===== config.mk =====
export PLATFORM = sky130hd
export DESIGN_NAME = flash_unlock_sweep
export DESIGN_NICKNAME = d
export VERILOG_FILES = /design/src/rtl/flash_unlock_sweep.sv
export SDC_FILE = /design/constraint.sdc
export NUM_CORES = 1
export LEC_CHECK = 0
export BUFFER_PORTS_ARGS = -buffer_cell sky130_fd_sc_hd__buf_4
export CAP_MARGIN = 20
export CORE_MARGIN = 3
export CORE_UTILIZATION = 45
export DETAILED_ROUTE_END_ITERATION = 8
export GPL_ROUTABILITY_DRIVEN = 0
export HOLD_SLACK_MARGIN = 0.02
export PLACE_DENSITY = 0.76
export SKIP_CTS_REPAIR_TIMING = 1
export SLEW_MARGIN = 0
export SYNTH_ARGS = -nofsm -noshare
export SYNTH_HDL_FRONTEND = slang
export SYNTH_SLANG_ARGS = --single-unit
export TNS_END_PERCENT = 10

===== constraint.sdc =====
create_clock -name clk -period 2.4 [get_ports clk]
set_input_delay 0.24 -clock clk [delete_from_list [all_inputs] [get_ports clk]]
set_output_delay 0.24 -clock clk [all_outputs]
set_load 0.05 [all_outputs]

===== src/rtl/flash_unlock_sweep.sv =====
module flash_unlock_sweep #(
  parameter int ADDR_W = 24,
  parameter int BLK_W = 8,
  parameter int POLL_LIMIT = 64,
  parameter logic [ADDR_W-1:0] BASE_ADDR = '0,
  parameter logic [ADDR_W-1:0] BLOCK_SIZE = ADDR_W'(32'h0001_0000)
) (
  input  logic              clk,
  input  logic              rst_n,
  input  logic              start,
  input  logic [BLK_W-1:0]  num_blocks,
  input  logic [15:0]       rd_data,
  output logic              wr_en,
  output logic              rd_en,
  output logic [ADDR_W-1:0] addr,
  output logic [15:0]       wr_data,
  output logic              busy,
  output logic              done,
  output logic              err
);

  localparam int PC_W = $clog2(POLL_LIMIT + 1);
  localparam logic [15:0] C_CLR = 16'h0050;
  localparam logic [15:0] C_ARR = 16'h00FF;
  localparam logic [15:0] C_CFG = 16'h0060;
  localparam logic [15:0] C_GO  = 16'h00D0;
  localparam logic [15:0] C_STS = 16'h0070;

  typedef enum logic [3:0] {
    S_IDLE, S_CLR, S_ARR, S_CFG, S_UNL, S_PUNL, S_STS, S_SAMP,
    S_RES, S_STS2, S_PERS, S_FIN, S_DONE
  } st_t;

  st_t              st;
  logic [BLK_W-1:0] blk_q, cnt_q;
  logic [PC_W-1:0]  pcnt;
  logic             ready, last_blk, poll_expire;
  logic             unused_bits;

  assign ready       = rd_data[7];
  assign last_blk    = (blk_q == BLK_W'(cnt_q - 1'b1));
  assign poll_expire = (pcnt == PC_W'(POLL_LIMIT - 1));
  assign unused_bits = ^{rd_data[15:8], rd_data[5:0]};

  assign busy  = (st != S_IDLE);
  assign done  = (st == S_DONE);
  assign rd_en = (st == S_PUNL) || (st == S_SAMP) || (st == S_PERS);
  assign addr  = BASE_ADDR + ADDR_W'(blk_q) * BLOCK_SIZE;

  always_comb begin
    wr_en   = 1'b1;
    wr_data = 16'h0000;
    case (st)
      S_CLR:         wr_data = C_CLR;
      S_ARR, S_FIN:  wr_data = C_ARR;
      S_CFG:         wr_data = C_CFG;
      S_UNL, S_RES:  wr_data = C_GO;
      S_STS, S_STS2: wr_data = C_STS;
      default:       wr_en   = 1'b0;
    endcase
  end

  always_ff @(posedge clk or negedge rst_n) begin
    if (!rst_n) begin
      st    <= S_IDLE;
      blk_q <= '0;
      cnt_q <= '0;
      pcnt  <= '0;
      err   <= 1'b0;
    end else begin
      case (st)
        S_IDLE: if (start) begin
          blk_q <= '0;
          cnt_q <= num_blocks;
          err   <= 1'b0;
          st    <= (num_blocks == '0) ? S_DONE : S_CLR;
        end
        S_CLR: st <= S_ARR;
        S_ARR: st <= S_CFG;
        S_CFG: st <= S_UNL;
        S_UNL: begin
          pcnt <= '0;
          st   <= S_PUNL;
        end
        S_PUNL: begin
          if (ready) st <= S_STS;
          else if (poll_expire) begin
            err <= 1'b1;
            st  <= S_FIN;
          end else pcnt <= pcnt + 1'b1;
        end
        S_STS:  st <= S_SAMP;
        S_SAMP: st <= rd_data[6] ? S_RES : S_FIN;
        S_RES:  st <= S_STS2;
        S_STS2: begin
          pcnt <= '0;
          st   <= S_PERS;
        end
        S_PERS: begin
          if (ready) st <= S_FIN;
          else if (poll_expire) begin
            err <= 1'b1;
            st  <= S_FIN;
          end else pcnt <= pcnt + 1'b1;
        end
        S_FIN: begin
          if (err || last_blk) st <= S_DONE;
          else begin
            blk_q <= blk_q + 1'b1;
            st    <= S_CLR;
          end
        end
        S_DONE:  st <= S_IDLE;
        default: st <= S_IDLE;
      endcase
    end
  end

  assert_done_pulse_R7: assert property (@(posedge clk) disable iff (!rst_n)
    done |=> !done);
  assert_one_strobe_R2: assert property (@(posedge clk) disable iff (!rst_n)
    !(wr_en && rd_en));
  assert_bus_idle_R10: assert property (@(posedge clk) disable iff (!rst_n)
    (wr_en || rd_en) |-> busy);
  assert_block_range_R6: assert property (@(posedge clk) disable iff (!rst_n)
    (wr_en || rd_en) |-> (blk_q < cnt_q));
  assert_poll_bound_R9: assert property (@(posedge clk) disable iff (!rst_n)
    pcnt < PC_W'(POLL_LIMIT));
  assert_err_sticky_R9: assert property (@(posedge clk) disable iff (!rst_n)
    (err && !(st == S_IDLE && start)) |=> err);
  assert_addr_steady_R6: assert property (@(posedge clk) disable iff (!rst_n)
    (rd_en && $past(busy)) |-> $stable(addr));

endmodule


# ---- After elaboration in Yosys (flattened, before gate mapping)
# Index checks and enable logic that the tools add are counted.
dict set report op_classes {
  muxes 20
  addsub 3
  n_eq_ne 19
  reduce_logical 19
}
# operator count
set op_table {}
lappend op_table {{4-bit one-hot mux with 12 select lines} 1}
lappend op_table {{8-bit one-hot mux with 5 select lines} 1}
lappend op_table {{4-bit 2-to-1 mux} 6}
lappend op_table {{4-bit equality test, second input constant} 5}
lappend op_table {{4-bit by 3-bit equality test with 1-bit output, second input constant} 4}
lappend op_table {{8-bit 2-to-1 mux} 2}
lappend op_table {{8-bit one-hot mux with 2 select lines} 1}
lappend op_table {{7-bit 2-to-1 mux} 2}
lappend op_table {{7-bit one-hot mux with 2 select lines} 1}
lappend op_table {{2-bit OR reduction} 5}
lappend op_table {{8-bit by 1-bit adder with 8-bit output, second input constant} 1}
lappend op_table {{4-bit by 2-bit equality test with 1-bit output, second input constant} 2}
lappend op_table {{8-bit equality test} 1}
lappend op_table {{8-bit zero test} 1}
lappend op_table {{2-bit != test, second input constant} 4}
lappend op_table {{8-bit OR reduction} 1}
lappend op_table {{8-bit by 1-bit subtractor with 8-bit output, second input constant} 1}
lappend op_table {{7-bit by 1-bit adder with 7-bit output, second input constant} 1}
lappend op_table {{7-bit by 6-bit equality test with 1-bit output, second input constant} 1}
lappend op_table {{3-bit AND reduction} 2}
lappend op_table {{2-bit nonzero test} 3}
lappend op_table {{4-bit by 1-bit equality test with 1-bit output, second input constant} 1}
lappend op_table {{4-bit zero test} 1}
lappend op_table {{1-bit 2-to-1 mux} 4}
lappend op_table {{7 further kinds} 9}
dict set report word_totals {
  regBits 28
  elab_cells 66
  input_bits 27
}

# ---- Longest topological paths before layout
dict set report depth {
  depth_word 5
  mapped_depth 8
  mapped_depth_nobuf 8
}

# ---- Least setup slack after synthesis
# No wires, ideal clock.
dict set report synth_path {
  path_kind {register to output}
  from {reg st[2]}
  to {out wr_data[7]}
  path_slack_ns 0.049
  path_stages_with_launch 5
  arrival_ns 2.111
  path_buffers 2
  t_required_ns 2.160
  path_cell_list {dfrtp_1 -> clkbuf_1 -> clkbuf_1 -> nand2_1 -> o32ai_1}
}
dict set report synth_via {
  elab_chain_len 3
  elab_cells_between_ends 12
}
# item line_no
set synth_lines {}
lappend synth_lines {{from (decl)} 34} ;# st_t st;
lappend synth_lines {{from (signal assigned)} 76} ;# st <= (num_blocks == '0) ? S_DONE : S_CLR;
lappend synth_lines {{from (signal assigned)} 93} ;# S_SAMP: st <= rd_data[6] ? S_RES : S_FIN;
lappend synth_lines {{4-bit equality test (tied with other cells)} 53} ;# case (st)
lappend synth_lines {{2-bit OR reduction} 53}
lappend synth_lines {{8-bit one-hot mux with 5 select lines *} 53}
lappend synth_lines {{to (decl)} 16} ;# output logic [15:0] wr_data,
# Mark *: on every way between the ends. The rest lies on a longest branch, timed or not.

# ---- Worst setup path in the final report
dict set report layout_path {
  from {reg cnt_q[2]}
  to {reg blk_q[4]}
}
dict set report layout_via {
  elab_chain_len 5
}
# item line_no
set layout_lines {}
lappend layout_lines {{from (decl)} 35} ;# logic [BLK_W-1:0] blk_q, cnt_q;
lappend layout_lines {{from (signal assigned)} 74} ;# cnt_q <= num_blocks;
lappend layout_lines {{8-bit by 1-bit subtractor with 8-bit output} 41} ;# assign last_blk = (blk_q == BLK_W'(cnt_q - 1'b1));
lappend layout_lines {{8-bit equality test} 41}
lappend layout_lines {{1-bit logical OR} 107} ;# if (err || last_blk) st <= S_DONE;
lappend layout_lines {{2-bit != test (no line)} -}
lappend layout_lines {{3-bit AND reduction (no line)} -}
lappend layout_lines {{to (signal assigned)} 109} ;# blk_q <= blk_q + 1'b1;
lappend layout_lines {{to (decl)} 35}
# Every way passes these cells.
# A chain may end at the register's enable or synchronous reset.

==> results by stage <==
GRT:
- The sum of overflow across all layers after global routing is 0.
- Entering global routing, the biggest net connects 29 pins.
- The total track usage is 0.167.
- The global-route wire length before repair is 7160 µm.
- The number of antenna violations at the first check in global routing is 0.
- The number of global-route vias before repair is 1,581.

Setup path:
- STA classifies the critical path endpoint as a flip-flop.
- The number of cells on the worst reg-to-reg path is 6.
- STA classifies the critical path startpoint as a flip-flop.
- The kind of critical path is flip-flop to flip-flop.
- Data on the critical path arrives at its endpoint at 2.51 ns.
- The reg-to-reg endpoint is blk_q[4]$_DFFE_PN0P_.
- In this run the worst path has a maximum fanout of 6.
- Data on the critical path is required at its endpoint by 2.61 ns.
- The worst setup path endpoint is blk_q[4]$_DFFE_PN0P_.
- The register-to-register setup slack is 0.1 ns.
- The critical path startpoint is cnt_q[2]$_DFFE_PN0P_.
- The beginning of the worst register-to-register path is cnt_q[2]$_DFFE_PN0P_.

Yosys:
- The portion of the post-synthesis area used by sequential elements is 0.344.
- By area, the combinational part of the netlist is dominated by simple AND/OR/NAND/NOR gates.
- A synthesized cell averages 8.48 µm².
- During synthesis, Yosys emitted a total of 0 warnings.
- The synthesized-area fraction occupied by ao, oa, aoi and oai cells is 0.148.
- The post-synthesis async set-or-reset flop share is 1.00.
- The post-synthesis cell type count is 45.
- The primary flip-flop cell chosen by synthesis mapping is sky130_fd_sc_hd__dfrtp_1.
- Of the total synthesized cell area, the portion taken by AND, OR, NAND and NOR gates is 0.230.
- Synthesis inferred 28 register bits.
- The post-synth design cell area is 0.00203 mm².
- Of the total synthesized cell area, the portion taken by XOR and XNOR cells is 0.0603.
- In the post-synthesis netlist, the cell with the most instances is sky130_fd_sc_hd__dfrtp_1.
- By area the synthesized netlist is led by sky130_fd_sc_hd__dfrtp_1, sky130_fd_sc_hd__buf_4, sky130_fd_sc_hd__nand2_1, sky130_fd_sc_hd__o21ai_0, sky130_fd_sc_hd__mux2i_1.
- The share of synthesized area in the top cell type comes to 0.344.
- Counting instances in the post-synthesis netlist gives the leading cell types as sky130_fd_sc_hd__dfrtp_1, sky130_fd_sc_hd__buf_4, sky130_fd_sc_hd__nand2_1.
- The portion of synthesized area spent on multiplexers is 0.0621.
- The adder-cell area share of the yosys netlist is 0.0185.
- After technology mapping, the gate count stands at 240.
- The cell type contributing the most total cell area after synthesis is sky130_fd_sc_hd__dfrtp_1.
- The number of synthesized flops with an enable pin is 0.

Timing:
- The transition time at the pin with the least slew margin is 0.617 ns.
- In this run the tightest slew margin relative to its limit is 0.586.
- Static timing analysis puts the maximum clock frequency at 434 MHz.
- The post-route setup TNS is 0 ns.
- Setup repair after global routing could not meet its margin everywhere.
- The worst clock skew on the final layout is 0.00304 ns.
- Setup violations remaining at the end of the flow were counted as 0.
- The ratio of final minimum period to clock period is 0.959.
- The number of pins with negative max-slew slack in the final report was 0.
- Counting I/O delays and the setup requirement, the final critical path takes 2.30 ns.
- The number of endpoints with negative hold slack in the final report is 0.
- Hold timing on the final database bottoms out at a slack of 0.184 ns.

Clock tree:
- Buffers inserted during clock tree synthesis total 3.
- After clock tree synthesis, the clock-pin slew on the worst setup and hold paths is 0.10 ns.
- The level count of the clock H-tree is 1.
- Clock latency on the worst-skew pair, taken at its later pin, is 0.27 ns.
- CTS saw 28 sinks.
- The buffer cell driving the clock tree root is sky130_fd_sc_hd__clkbuf_8.
- TritonCTS built the clock tree.
- In this run the deepest clock path goes through 2 buffers.

Power:
- Internal power comes to 1.52 mW.
- The completed layout was analyzed and its total power is 3.12 mW.
- The share of total power dissipated in the clock network is 0.119.
- The leakage power summed over all cells is 1.10 nW.
- Of the total power, registers draw 0.239.
- The analysis attributes to net switching a power of 1.60 mW.
- The peak supply drop is 1220 µV.
- The share of power burned in combinational logic is 0.642.
- Of the total power, the share spent switching nets is 0.514.
- In this run the power density over the cells is 1320 mW/mm².

Detailed routing:
- The final layout contains routed wiring with a total length of 4480 µm.
- The via density per instance is 5.53.
- For this run, the detailed router's first-pass iteration total came to 6.
- After detailed routing, the number of remaining DRC violations is 0.
- Across all layers, the routed design uses 1,804 vias.
- The number of violations reported at the end of detailed-routing iteration 0 is 69.
- The average routed wire per standard cell is 13.7 µm.
- In this run the remaining antenna-violating nets after routing total 0.

Die:
- The floorplan core area is 0.00417 mm².
- The boundary pin count is 72.
- The height of the chip is 73.2 µm.
- For this configuration, the core starts out at a cell density of 0.488.
- The full die area is 0.00536 mm².
- From left edge to right edge, the die measures 73.2 µm.
- The standard-cell row count is 23.

Finish:
- The fill cell instance count of the final layout is 382.
- The utilization after layout is 0.567.
- The layout cell share with drive strength beyond 1 is 0.221.
- The repair_antennas step left the layout with diodes totalling 0.
- After the last flow step, the layout net total stands at 307.
- Summing all flip-flop and latch instances after layout gives 701 µm².
- The synthesis-to-finish area growth is 16.3%.
- The area of the multi-input gates is 0.00116 mm².
- The non-filler instance count after layout is 326.

Placed design:
- In this run, placement finished with an instance count of 321.
- The total of buffers placed on input and output ports is 33.
- Summed over all nets, the half-perimeter wirelength after detailed placement is 3400 µm.

Hold path:
- The class of the worst hold path is input port to flip-flop.

Status:
- The flow ran to the end, and the final reports show no timing, DRC or antenna violations.

Flow run:
- The tool flagged a number of max-cap violations equal to 0.
## stage by stage
stage	setup WS, ns	instance area (µm²)
global placement	0.137	2270
floorplan	0.0489	2120
CTS	0.0831	2340
detailed placement	0.131	2270
global route	-0.00408	2370
finish	0.0982	2370
## worst min-delay path by stage
stage	from	to	slack, ns	depth (start not counted)
2_1_floorplan	rst_n	blk_q[0]$_DFFE_PN0P_	-0.06	0
3_3_place_gp	rst_n	pcnt[0]$_DFFE_PN0P_	0.18	1
3_5_place_dp	rst_n	pcnt[0]$_DFFE_PN0P_	0.18	1
4_1_cts	rst_n	st[3]$_DFFE_PN0P_	-0.12	1
5_1_grt	num_blocks[1]	cnt_q[1]$_DFFE_PN0P_	0.19	3
6_report	num_blocks[1]	cnt_q[1]$_DFFE_PN0P_	0.18	3
## kinds of logic after synthesis
logic type,count (synthesis)
and+or+nand+nor,88
AOI/OAI and AO/OA,48
buffers and inverters,46
DFF,28
xor gates and xnor gates,14
muxes,12
adders and majority gates,3
other,1
## final cells by class
cell class,instances,area share
clock inverters,1,0.0127
inverters,11,0.0175
flip-flops and latches,28,0.296
multi-input cells,189,0.489
repair buffers,44,0.141
well taps,50,0.0264
clock buffers,3,0.0175
## worst max-delay path, cell delays in order (launching register included)
cell                       delay (ns)
sky130_fd_sc_hd__dfrtp_1         0.43
sky130_fd_sc_hd__or4_4           0.56
sky130_fd_sc_hd__or3_2           0.47
sky130_fd_sc_hd__a211oi_1        0.24
sky130_fd_sc_hd__and3_4          0.25
sky130_fd_sc_hd__or4b_4          0.13
sky130_fd_sc_hd__mux2i_1         0.16
## power by group through the flow
stage | logic (mW) | registers, mW | clock network [mW]
floorplan | 1.51 | 0.775 | 0
global placement | 1.97 | 0.746 | 0
detailed placement | 2.00 | 0.753 | 0
CTS | 2.00 | 0.744 | 0.381
global route | 2.17 | 0.766 | 0.399
finish | 2.00 | 0.745 | 0.372
## layer usage
metal  up-vias  track usage  wire length [µm]
li1        878            -                 -
met1       860        0.220              2000
met2        60        0.284              2210
met3         6       0.0248               228
met4         0       0.0451                43
met5         -            0                 0
## cells in the final DEF (no fill, tap or decap), types with 7 or more instances in the layout
cell,Yosys,routed
sky130_fd_sc_hd__conb_1,1,24
sky130_fd_sc_hd__dfrtp_1,28,28
sky130_fd_sc_hd__inv_1,11,11
sky130_fd_sc_hd__nand2_1,27,27
sky130_fd_sc_hd__nand4_1,7,7
sky130_fd_sc_hd__mux2i_1,7,7
sky130_fd_sc_hd__xor2_1,8,8
sky130_fd_sc_hd__buf_4,27,43
sky130_fd_sc_hd__o21ai_0,18,17
sky130_fd_sc_hd__a21oi_1,8,8
sky130_fd_sc_hd__nor2_1,15,15
## sequential cells by signal, indices dropped and copies added (netlist names)
signal  flops
blk_q       8
cnt_q       8
err         1
pcnt        7
st          4
Note: power is estimated with default switching activity, not from simulation.
